[src/rtl/dp_alu_pkg.sv]
package dp_alu_pkg;

  typedef enum logic [3:0] {
    OP_AND = 4'b0000, OP_EOR = 4'b0001, OP_SUB = 4'b0010, OP_RSB = 4'b0011,
    OP_ADD = 4'b0100, OP_ADC = 4'b0101, OP_SBC = 4'b0110, OP_RSC = 4'b0111,
    OP_TST = 4'b1000, OP_TEQ = 4'b1001, OP_CMP = 4'b1010, OP_CMN = 4'b1011,
    OP_ORR = 4'b1100, OP_MOV = 4'b1101, OP_BIC = 4'b1110, OP_MVN = 4'b1111
  } alu_op_e;

  // Arithmetic class: the adder result and its carry/overflow drive the flags.
  function automatic logic op_is_arith(input logic [3:0] op);
    case (alu_op_e'(op))
      OP_SUB, OP_RSB, OP_ADD, OP_ADC,
      OP_SBC, OP_RSC, OP_CMP, OP_CMN: op_is_arith = 1'b1;
      default:                        op_is_arith = 1'b0;
    endcase
  endfunction

  // Compare/test class: flags only, no destination write.
  function automatic logic op_is_flag_only(input logic [3:0] op);
    op_is_flag_only = (op[3:2] == 2'b10);
  endfunction

endpackage

[src/rtl/dp_operand_route.sv]
module dp_operand_route
  import dp_alu_pkg::*;
#(
  parameter int WIDTH = 32
) (
  input  logic [3:0]       op_i,
  input  logic [WIDTH-1:0] rn_i,
  input  logic [WIDTH-1:0] op2_i,
  input  logic             carry_i,
  output logic [WIDTH-1:0] add_a_o,
  output logic [WIDTH-1:0] add_b_o,
  output logic             add_cin_o
);

  // Subtraction is performed as a + ~b + cin, so the adder's carry-out is the
  // inverted borrow without any extra logic.
  always_comb begin
    add_a_o   = rn_i;
    add_b_o   = op2_i;
    add_cin_o = 1'b0;
    case (alu_op_e'(op_i))
      OP_SUB, OP_CMP: begin add_b_o = ~op2_i; add_cin_o = 1'b1; end
      OP_RSB:         begin add_a_o = op2_i; add_b_o = ~rn_i; add_cin_o = 1'b1; end
      OP_ADC:         add_cin_o = carry_i;
      OP_SBC:         begin add_b_o = ~op2_i; add_cin_o = carry_i; end
      OP_RSC:         begin add_a_o = op2_i; add_b_o = ~rn_i; add_cin_o = carry_i; end
      default:        ;
    endcase
  end

endmodule

[src/rtl/dp_adder.sv]
module dp_adder #(
  parameter int WIDTH = 32
) (
  input  logic [WIDTH-1:0] a_i,
  input  logic [WIDTH-1:0] b_i,
  input  logic             cin_i,
  output logic [WIDTH-1:0] sum_o,
  output logic             cout_o,
  output logic             ovf_o
);

  localparam int MSB = WIDTH - 1;

  logic [WIDTH:0] wide_sum;

  always_comb begin
    wide_sum = {1'b0, a_i} + {1'b0, b_i} + {{WIDTH{1'b0}}, cin_i};
    sum_o    = wide_sum[MSB:0];
    cout_o   = wide_sum[WIDTH];
    // Signed overflow: operands share a sign that the sum does not.
    ovf_o    = (a_i[MSB] == b_i[MSB]) && (sum_o[MSB] != a_i[MSB]);
  end

endmodule

[src/rtl/dp_logic_unit.sv]
module dp_logic_unit
  import dp_alu_pkg::*;
#(
  parameter int WIDTH = 32
) (
  input  logic [3:0]       op_i,
  input  logic [WIDTH-1:0] rn_i,
  input  logic [WIDTH-1:0] op2_i,
  output logic [WIDTH-1:0] res_o
);

  always_comb begin
    case (alu_op_e'(op_i))
      OP_AND, OP_TST: res_o = rn_i & op2_i;
      OP_EOR, OP_TEQ: res_o = rn_i ^ op2_i;
      OP_ORR:         res_o = rn_i | op2_i;
      OP_MOV:         res_o = op2_i;
      OP_BIC:         res_o = rn_i & ~op2_i;
      OP_MVN:         res_o = ~op2_i;
      default:        res_o = '0;
    endcase
  end

endmodule

[src/rtl/dp_flag_gen.sv]
module dp_flag_gen #(
  parameter int WIDTH = 32
) (
  input  logic [WIDTH-1:0] result_i,
  input  logic             arith_i,
  input  logic             add_cout_i,
  input  logic             add_ovf_i,
  input  logic             shift_carry_i,
  input  logic             ovf_i,
  output logic             n_o,
  output logic             z_o,
  output logic             c_o,
  output logic             v_o
);

  always_comb begin
    n_o = result_i[WIDTH-1];
    z_o = ~|result_i;
    c_o = arith_i ? add_cout_i : shift_carry_i;
    v_o = arith_i ? add_ovf_i  : ovf_i;
  end

endmodule

[src/rtl/dp_alu.sv]
module dp_alu
  import dp_alu_pkg::*;
#(
  parameter int WIDTH = 32
) (
  input  logic [3:0]       cmd_i,
  input  logic [WIDTH-1:0] rn_i,
  input  logic [WIDTH-1:0] op2_i,
  input  logic             carry_i,
  input  logic             ovf_i,
  input  logic             shift_carry_i,
  output logic [WIDTH-1:0] result_o,
  output logic             wr_en_o,
  output logic             flag_n_o,
  output logic             flag_z_o,
  output logic             flag_c_o,
  output logic             flag_v_o
);

  localparam int MSB = WIDTH - 1;

  // Named internal events, visible to the assertions below.
  logic [WIDTH-1:0] add_a, add_b, add_sum, logic_res;
  logic             add_cin, add_cout, add_ovf;
  logic             is_arith, is_flag_only;

  assign is_arith     = op_is_arith(cmd_i);
  assign is_flag_only = op_is_flag_only(cmd_i);

  dp_operand_route #(.WIDTH(WIDTH)) u_route (
    .op_i(cmd_i), .rn_i(rn_i), .op2_i(op2_i), .carry_i(carry_i),
    .add_a_o(add_a), .add_b_o(add_b), .add_cin_o(add_cin)
  );

  dp_adder #(.WIDTH(WIDTH)) u_adder (
    .a_i(add_a), .b_i(add_b), .cin_i(add_cin),
    .sum_o(add_sum), .cout_o(add_cout), .ovf_o(add_ovf)
  );

  dp_logic_unit #(.WIDTH(WIDTH)) u_logic (
    .op_i(cmd_i), .rn_i(rn_i), .op2_i(op2_i), .res_o(logic_res)
  );

  assign result_o = is_arith ? add_sum : logic_res;
  assign wr_en_o  = ~is_flag_only;

  dp_flag_gen #(.WIDTH(WIDTH)) u_flags (
    .result_i(result_o), .arith_i(is_arith),
    .add_cout_i(add_cout), .add_ovf_i(add_ovf),
    .shift_carry_i(shift_carry_i), .ovf_i(ovf_i),
    .n_o(flag_n_o), .z_o(flag_z_o), .c_o(flag_c_o), .v_o(flag_v_o)
  );

  // Checks on every evaluation of the combinational outputs.
  always_comb begin
    // compare/test codes (1000..1011) never write the destination
    a_r6_no_write: assert (wr_en_o == !(cmd_i >= 4'b1000 && cmd_i <= 4'b1011));
    // N mirrors the top result bit, Z the all-zero result
    a_r7_n_flag: assert (flag_n_o == result_o[MSB]);
    a_r7_z_flag: assert (flag_z_o == (result_o == '0));
    // bitwise/move codes pass shifter carry and old V through
    if (!is_arith) begin
      a_r9_logic_carry: assert (flag_c_o == shift_carry_i);
      a_r9_logic_ovf:   assert (flag_v_o == ovf_i);
    end
    // move returns the second operand unchanged
    if (cmd_i == 4'b1101) begin
      a_r2_mov_passes_op2: assert (result_o == op2_i);
    end
  end

endmodule

[config.mk]
export PLATFORM = sky130hd
export DESIGN_NAME = dp_alu
export DESIGN_NICKNAME = d
export VERILOG_FILES = /design/src/rtl/dp_alu_pkg.sv /design/src/rtl/dp_operand_route.sv /design/src/rtl/dp_adder.sv /design/src/rtl/dp_logic_unit.sv /design/src/rtl/dp_flag_gen.sv /design/src/rtl/dp_alu.sv
export SDC_FILE = /design/constraint.sdc
export NUM_CORES = 1
export LEC_CHECK = 0
export ABC_AREA = 1
export CAP_MARGIN = 20
export CORE_MARGIN = 1.5
export CORE_UTILIZATION = 45
export DETAILED_ROUTE_END_ITERATION = 6
export GPL_TIMING_DRIVEN = 0
export PLACE_DENSITY = 0.7
export SYNTH_ARGS = -nofsm -noshare
export SYNTH_HDL_FRONTEND = slang
export SYNTH_SLANG_ARGS = --single-unit
[constraint.sdc]
create_clock -name vclk -period 6.7
set_input_delay 1.34 -clock vclk [all_inputs]
set_output_delay 1.34 -clock vclk [all_outputs]
set_load 0.02 [all_outputs]
# ---- Word-level counts from Yosys, hierarchy flattened
# Memory sizes are Yosys's and may differ from the RTL's.
# Index checks and enable logic that the tools add are counted.
dict set report totals {
  regBits 0
  romBits 16
  input_bits 71
  output_inout_bits 37
  word_cells 43
  memories 1
}
# memory words word_bits rd rd_ports_with_merged_regs write_ports line_no
set memory_table {}
lappend memory_table {{(no name shown)} 16 1 1 0 0 dp_alu_pkg.sv:12} ;# case (alu_op_e'(op))
dict set report op_classes {
  add_sub_neg 2
  eq_ne 16
  mux 7
  bitwise 7
  reduce_logical 10
}
# op n
set ops {}
lappend ops {{$pmux W32 S6} 1}
lappend ops {{$and A32 B32 Y32} 2}
lappend ops {{$mux W32} 2}
lappend ops {{$not A32 Y32} 2}
lappend ops {{$pmux W32 S2} 1}
lappend ops {{$add A32 B32 Y33} 1}
lappend ops {{$add A33 B1 Y33} 1}
lappend ops {{$or A32 B32 Y32} 1}
lappend ops {{$reduce_or A32 Y1} 1}
lappend ops {{$xor A32 B32 Y32} 1}
lappend ops {{$eq A4 B4 Y1 const B} 7}
lappend ops {{$eq A4 B3 Y1 const B} 3}
lappend ops {{$reduce_or A3 Y1} 3}
lappend ops {{$eq A4 B2 Y1 const B} 2}
lappend ops {{$reduce_or A2 Y1} 3}
lappend ops {{$eq A4 B1 Y1 const B} 1}
lappend ops {{$logic_not A4 Y1} 1}
lappend ops {{$eq A2 B2 Y1 const B} 1}
lappend ops {{$mux W1} 2}
lappend ops {{$pmux W1 S2} 1}
lappend ops {{$eq A1 B1 Y1} 1}
lappend ops {{$logic_and A1 B1 Y1} 1}
lappend ops {{$logic_not A1 Y1} 1}
lappend ops {{$ne A1 B1 Y1} 1}
lappend ops {{$not A1 Y1} 1}

# ---- Logic depth before layout (Yosys ltp)
# Gate-level depths: netlist of the first run.
dict set report logic_depth {
  ltp_word 8
  ltp_mapped 26
  mapped_depth_nobuf 24
}

# ---- By module
# Synthesis of the first run repeated with hierarchy kept, for this count alone.
dict set report hier_totals {
  hier_cells 1424
  area_unflattened_um2 6917.9
}
# module n_inst cells_per_inst area_each_um2
set by_module_without_submodules {}
lappend by_module_without_submodules {dp_logic_unit 1 557 2635.0}
lappend by_module_without_submodules {dp_adder 1 426 2199.6}
lappend by_module_without_submodules {dp_operand_route 1 290 1321.3}
lappend by_module_without_submodules {dp_alu 1 117 615.6}
lappend by_module_without_submodules {dp_flag_gen 1 34 146.4}

# ---- Worst setup path before layout of the first run
# OpenSTA, ideal clock, no wires.
dict set report synth_path {
  kind {input port to output port}
  start {input port cmd_i[0]}
  end {output port flag_z_o}
  arrival_ns 4.377
  slack_ns 0.983
  path_stages 23
  n_path_buf 2
  cell_sequence {nand2_1 nor2_1 clkbuf_1 inv_1 clkbuf_1 nand2_1 a21oi_1 fa_1 inv_1 fa_1 nand3_1 nand2_1 nand2_1 nand2_1 nand2_1 nand3_1 a21oi_1 nand2_1 nor2_1 nand3_1 nor2_1 nand2_1 nor2_1}
}
dict set report synth_between {
  elab_chain_cells 8
}
# item line_no
set synth_lines {}
lappend synth_lines {{start, declared} dp_alu.sv:6} ;# input logic [3:0] cmd_i,
lappend synth_lines {{$eq A4 B2 Y1, or another cell as far along} dp_operand_route.sv:21} ;# case (alu_op_e'(op_i))
lappend synth_lines {{$reduce_or A3 Y1 (no line) or $reduce_or A2 Y1 (tied branches)} n/a}
lappend synth_lines {{$pmux W32 S2 or $mux W32 (tied branches)} dp_operand_route.sv:21}
lappend synth_lines {{$add A32 B32 Y33} dp_adder.sv:17} ;# wide_sum = {1'b0, a_i} + {1'b0, b_i} + {{WIDTH{1'b0}}, cin_i};
lappend synth_lines {{$add A33 B1 Y33} dp_adder.sv:17}
lappend synth_lines {{$mux W32 *} dp_alu.sv:44} ;# assign result_o = is_arith ? add_sum : logic_res;
lappend synth_lines {{net result_o[4]} dp_alu.sv:12} ;# output logic [WIDTH-1:0] result_o,
lappend synth_lines {{$reduce_or A32 Y1 *} dp_flag_gen.sv:18} ;# z_o = ~|result_i;
lappend synth_lines {{$logic_not A1 Y1 *} dp_flag_gen.sv:18}
lappend synth_lines {{end, declared} dp_alu.sv:15} ;# output logic flag_z_o,
# The timed path passes the listed nets; every way through them passes the cells marked *.

# ---- Final worst setup path of the first run
dict set report layout_path {
  start {input port cmd_i[2]}
  end {output port result_o[27]}
}
dict set report layout_between {
  elab_chain_cells 6
}
# item line_no
set layout_lines {}
lappend layout_lines {{$eq A4 B2 Y1, or another cell as far along} dp_operand_route.sv:21}
lappend layout_lines {{$reduce_or A3 Y1 (no line) or $reduce_or A2 Y1 (tied branches)} n/a}
lappend layout_lines {{$pmux W32 S2 or $mux W32 (tied branches)} dp_operand_route.sv:21}
lappend layout_lines {{$add A32 B32 Y33} dp_adder.sv:17}
lappend layout_lines {{$add A33 B1 Y33} dp_adder.sv:17}
lappend layout_lines {{$mux W32 *} dp_alu.sv:44}
lappend layout_lines {{end, declared} dp_alu.sv:12}
# Every way passes the cells marked *; elsewhere a longest branch is shown, timed or not.

==> results of run 1 <==
## Yosys cell counts (11+ instances only)
library cell | count | area (sq um)
a21oi_1 | 56 | 280
nand4_1 | 23 | 144
nor2_1 | 97 | 364
clkbuf_1 | 18 | 67.6
o221ai_1 | 31 | 272
ha_1 | 63 | 788
nand3_1 | 81 | 405
nor3_1 | 11 | 55.1
o21ai_0 | 71 | 355
buf_2 | 13 | 65.1
inv_1 | 225 | 845
nand2_1 | 450 | 1690
## worst max-delay path: stages
cell and delay, ps:
clkdlybuf4s50_1 520, nand2_4 160, inv_4 80, nor2_4 140
nor2_1 70, inv_1 130, clkbuf_4 250, o221ai_1 140
ha_2 420, nand2_1 130, nor2_1 160, inv_1 80
nor2_1 200, and2_1 170, nand2_1 80, nand3_1 90
nand2_1 50, nor2_1 150, nor2_1 90, inv_1 60
clkdlybuf4s50_1 590
## kinds of logic (layout without fill, tap and decap cells)
logic type	Yosys count	in the layout	synth area share [%]
AO/OA/AOI/OAI	187	187	19.6
XOR/XNOR	1	1	0.152
adder cells (fa/ha/maj)	65	65	14.4
buffers and inverters	265	378	17.7
AND/OR/NAND/NOR	680	680	48.2
## stage by stage
step / utilization, % / hold slack, ps
3_5_place_dp: 56.2 / 3710
3_3_place_gp: 56.2 / 3710
2_1_floorplan: - / 2800
6_report: 58.4 / 3370
5_1_grt: 58.4 / 3440
4_1_cts: 56.8 / 3510
## worst paths after layout
kind	start	to	slack, ps	depth (start not counted)
setup / recovery	cmd_i[2]	result_o[27]	260	21
hold / removal	ovf_i	flag_v_o	3370	4
## layer usage
layer | vias up | routed length, um | share of wire, %
met5 | - | 0 | 0
li1 | 4082 | - | -
met3 | 37 | 3390 | 13
met2 | 473 | 10400 | 41
met4 | 0 | 381 | 1.5
met1 | 3638 | 11000 | 44
## power breakdown
part	internal, mW	switching [mW]
combinational	0.326	0.558
clock	0	0
sequential	0	0
## layout make-up
class                           instances  area (sq um)  area share (%)
Timing Repair Buffer                  113          1120            15.3
Tap cell                              172           215            2.93
Multi-Input combinational cell        933          4940            67.3
Buffer                                 38           209            2.85
Inverter                              227           855            11.6
## timing repair
item / CTS / global route
gates cloned: 0 / 0
pin swaps: 1 / 4
endpoints found under the setup margin: 34 / 27
buffers inserted: 1 / 4
gates resized for setup: 38 / 56
==> summary.txt, run 1 <==
Run status
  – Outcome: complete, no violations

Finish
  – Most frequent cells in the layout: nand2_1, inv_1, clkdlybuf4s50_1
  – Antenna Diode Count: 0
  – Filler Cells Inserted: 1353
  – Clock buffer count: 0
  – Layout Area Growth over Synthesis: 27.3%
  – FF+latch area: 0 sq um
  – Nets: 1449
  – Seq Cell Count: 0
  – Final instance area: 7340 sq um
  – Share of cells above drive strength 1: 6.18%
  – Most common cell after layout, fill and taps aside: nand2_1
  – Non-filler instance count after layout: 1483

Run
  – Max_cap viols: 0

Drt
  – Vias: 8230
  – DRT iter0 DRCs: 951
  – Residual DRC: 0
  – DR vias/cell: 5.55
  – WL per Instance: 17.0 um
  – WL final: 25200 um
  – DRT Pass-1 Iters: 6
  – Post-DRT Antenna Nets: 0

Critical path
  – Crit path kind: in -> out
  – CP Capture Type: output port
  – Crit path max fanout: 10
  – WP data arrival: 5100 ps
  – Req. time, crit path: 5360 ps
  – Startpoint Class: primary input

Hold path
  – HP Class: in -> out

GRT
  – First-pass GRT wire length: 37900 um
  – Initial antenna violation count: 0
  – Met1 usage: 53.9%
  – Gr ovfl total: 0
  – Tot GR Track Use: 36.6%
  – Largest net degree at the start of global routing: 11
  – Global route hottest layer: met2
  – Met3 GRT Util: 8.72%
  – Vias in the first global route: 7107
  – GR Util met2: 55.1%

STA
  – Final hold vios: 0
  – Setup TNS: 0 ps
  – Setup ws final: 257 ps
  – Final min period: 6440 ps
  – Final clock period utilization by the worst path: 96.2%
  – Rel. slew slack: 41.7%
  – Worst slew pin tran: 871 ps
  – Final setup vio count: 0
  – Max Slew Vio Count: 0
  – Highest clock rate: 155 MHz

Power
  – Leak pwr: 4.00 nW
  – Cell area power density: 120 nW/um^2
  – Tot Pwr: 0.884 mW
  – Peak supply drop: 0.0580 mV

Place
  – PortBufs: 108
  – HPWL after DPL: 20200 um
  – Post-DP Area: 7060 sq um
  – Final Wtd Congestion: 1.02
  – Post-Place Setup Slack: -1200 ps
  – Placed insts: 1478

Synth
  – Cell variety after synth: 29
  – Average cell area after synthesis: 4.81 sq um
  – Cell count after synthesis: 1198
  – Ys Warns: 0
  – Sequential element share of the synthesized area: 0%
  – Synthesized area: 5770 sq um
  – Post-Syn Nets: 1334

Clock network
  – Hold buffer count at CTS: 0

Die
  – DIE WIDTH: 116 um
  – Initial Utilization: 45.9%
  – Row count: 41
  – DIE AREA: 13500 sq um
  – Core Area: 12600 sq um
  – Die H: 116 um
  – IO Pins: 108
Note: power is estimated with default switching activity, not from simulation.
==> run 2, diff against run 1 <==
--- a/config.mk
+++ b/config.mk
@@ -7,11 +7,12 @@
 export LEC_CHECK = 0
 export ABC_AREA = 1
 export CAP_MARGIN = 20
+export CORE_ASPECT_RATIO = 1.2
 export CORE_MARGIN = 1.5
-export CORE_UTILIZATION = 45
+export CORE_UTILIZATION = 30
 export DETAILED_ROUTE_END_ITERATION = 6
 export GPL_TIMING_DRIVEN = 0
-export PLACE_DENSITY = 0.7
+export PLACE_DENSITY = 0.51
 export SYNTH_ARGS = -nofsm -noshare
 export SYNTH_HDL_FRONTEND = slang
 export SYNTH_SLANG_ARGS = --single-unit
==> summary.txt, run 2 (same netlist as run 1, synthesis figures left out) <==
GRT
  – First-pass GRT wire length: 41800 um (+10%)
  – Largest net degree at the start of global routing: 11 (unchanged)
  – Vias in the first global route: 7504 (+5.6%)
  – Gr ovfl total: 0 (unchanged)
  – Tot GR Track Use: 27.3% (-9.4 points)
  – Initial antenna violation count: 0 (unchanged)

Power
  – Psw: 0.559 mW (about the same)
  – Leak pwr: 4.02 nW (+0.50%)
  – Switching share of power: 63.1% (-0.082 points)
  – Peak supply drop: 0.0879 mV (+51%)
  – Combinational Power Share: 100.0% (about the same)
  – Cell area power density: 118 nW/um^2 (-1.9%)
  – Int Power: 0.327 mW (+0.36%)
  – Clk pwr share: 0% (unchanged)
  – Sequential power share: 0% (unchanged)

Finish
  – Most common cell after layout, fill and taps aside: nand2_1
  – Antenna Diode Count: 0 (unchanged)
  – Nets: 1457 (+0.55%)
  – Filler Cells Inserted: 2232 (+65%)
  – Share of cells above drive strength 1: 6.44% (+0.27 points)
  – Seq Cell Count: 0 (unchanged)
  – Layout Area Growth over Synthesis: 29.9%
  – Clock buffer count: 0 (unchanged)
  – Most frequent cells in the layout: nand2_1, inv_1, clkdlybuf4s50_1
  – Non-filler instance count after layout: 1575 (+6.2%)
  – Final instance area: 7490 sq um (+2.0%)
  – Area of the multi-input gates: 4910 sq um (-0.61%)
  – FF+latch area: 0 sq um (unchanged)

Drt
  – DR vias/cell: 5.09 (-8.2%)
  – Post-DRT Antenna Nets: 0 (unchanged)
  – Vias: 8022 (-2.5%)
  – Residual DRC: 0 (unchanged)
  – WL per Instance: 17.5 um (+3.0%)
  – DRT Pass-1 Iters: 5 (-1)
  – WL final: 27500 um (+9.4%)
  – DRT iter0 DRCs: 632 (-34%)

STA
  – Worst slew pin tran: 788 ps (-83.6 ps)
  – Rel. slew slack: 47.5% (+5.8 points)
  – Final hold vios: 0 (unchanged)
  – Final clock period utilization by the worst path: 96.5% (+0.34 points)
  – Highest clock rate: 155 MHz (-0.35%)
  – Max Slew Vio Count: 0 (unchanged)
  – Setup ws final: 234 ps (-22.8 ps)
  – Final min period: 6470 ps (+22.8 ps)
  – Final setup vio count: 0 (unchanged)
  – RSZ-0062 raised after global routing: no

Place
  – HPWL after DPL: 22500 um (+11%)
  – PortBufs: 108 (unchanged)
  – Post-Place Setup Slack: -1370 ps (-167 ps)
  – Post-DP Area: 7170 sq um (+1.5%)
  – Placed insts: 1562 (+5.7%)
  – Final Wtd Congestion: 0.953 (-6.6%)

Hold path
  – Hold EP: flag_c_o
  – Hold_sp: shift_carry_i
  – HP Class: in -> out
  – Worst hold stages: 4 (unchanged)

Critical path
  – Critical path's slowest cell: clkdlybuf4s50_1
  – Crit path kind: in -> out
  – Startpoint Class: primary input
  – Crit path max fanout: 10 (unchanged)
  – WP data arrival: 5130 ps (+30 ps)
  – Critical Path, Cell by Cell: dlymetal6s2s_1 -> buf_4 -> inv_1 -> nand2_1 -> nor2_4 -> nor2_1 -> inv_1 -> clkbuf_8 -> o221ai_2 -> ha_1 -> nand2_1 -> inv_1 -> a21oi_1 -> nand2_1 -> nand2_1 -> nand2_1 -> nand3b_1 -> nand2_1 -> or2_2 -> nand3_1 -> nand2_1 -> clkdlybuf4s50_1
  – CP dominant cell by count: nand2_1
  – CP Capture Type: output port
  – CP startpoint: cmd_i[0]
  – CP peak stage delay: 530 ps (-60 ps)
  – Req. time, crit path: 5360 ps (about the same)

Die
  – Initial Utilization: 30.6% (-15 points)
  – IO Pins: 108 (unchanged)
  – Row count: 55 (+34%)
  – DIE WIDTH: 130 um (+11%)
  – Die H: 155 um (+33%)
  – DIE AREA: 20100 sq um (+49%)
  – Core Area: 18900 sq um (+50%)

Run
  – Max_cap viols: 0 (unchanged)

Clock network
  – Hold buffer count at CTS: 0 (unchanged)

Run status
  – Outcome: complete, no violations
==> run 2: how the worst max path moves through the flow <==
stage,slack [ps],endpoint
2_1_floorplan,980,flag_z_o
3_3_place_gp,-1330,flag_z_o
3_5_place_dp,-1370,flag_z_o
4_1_cts,-130,flag_z_o
5_1_grt,40,flag_v_o
6_report,230,flag_v_o
==> run 2: per-stage QoR <==
step           total power, mW  setup TNS (ps)  util [%]  hold slack, ps
2_1_floorplan            0.512               0         -            2800
3_3_place_gp             0.844          -20080      38.0            3720
3_5_place_dp             0.846          -20450      38.0            3720
4_1_cts                  0.867            -242      38.9            3540
5_1_grt                  0.978               0      39.7            3570
6_report                 0.885               0      39.7            3530
==> run 2: critical path, delay by kind of cell <==
family	cells	cell delay, ps
AND/OR/NAND/NOR	12	1600
buffers and inverters	7	1480
adder cells (fa/ha/maj)	1	370
AO/OA/AOI/OAI	2	350
==> run 2: metal layers <==
metal / vias up / track usage (%) / routed length, um
li1: 4088 / - / -
met1: 3539 / 33.2 / 11300
met2: 328 / 48.4 / 13200
met3: 67 / 1.58 / 1490
met4: 0 / 13.3 / 1590
met5: - / 0 / 0
==> run 2: repair_timing <==
action,4_1_cts,5_1_grt
gates cloned,0,0
pin swaps,8,4
gates resized for setup,51,36
buffers inserted,5,8
endpoints found under the setup margin,35,26
==> run 2: power by group through the flow <==
stage | combinational [mW] | clock [mW] | sequential (mW)
floorplan | 0.512 | 0 | 0
finish | 0.885 | 0 | 0
global route | 0.978 | 0 | 0
global placement | 0.844 | 0 | 0
CTS | 0.867 | 0 | 0
detailed placement | 0.846 | 0 | 0
==> run 2: cell type report <==
class              count  area share [%]
plain buffers         38            3.02
inverters            227            11.5
multi-input cells    933            65.5
well taps            256            4.28
repair buffers       121            15.7
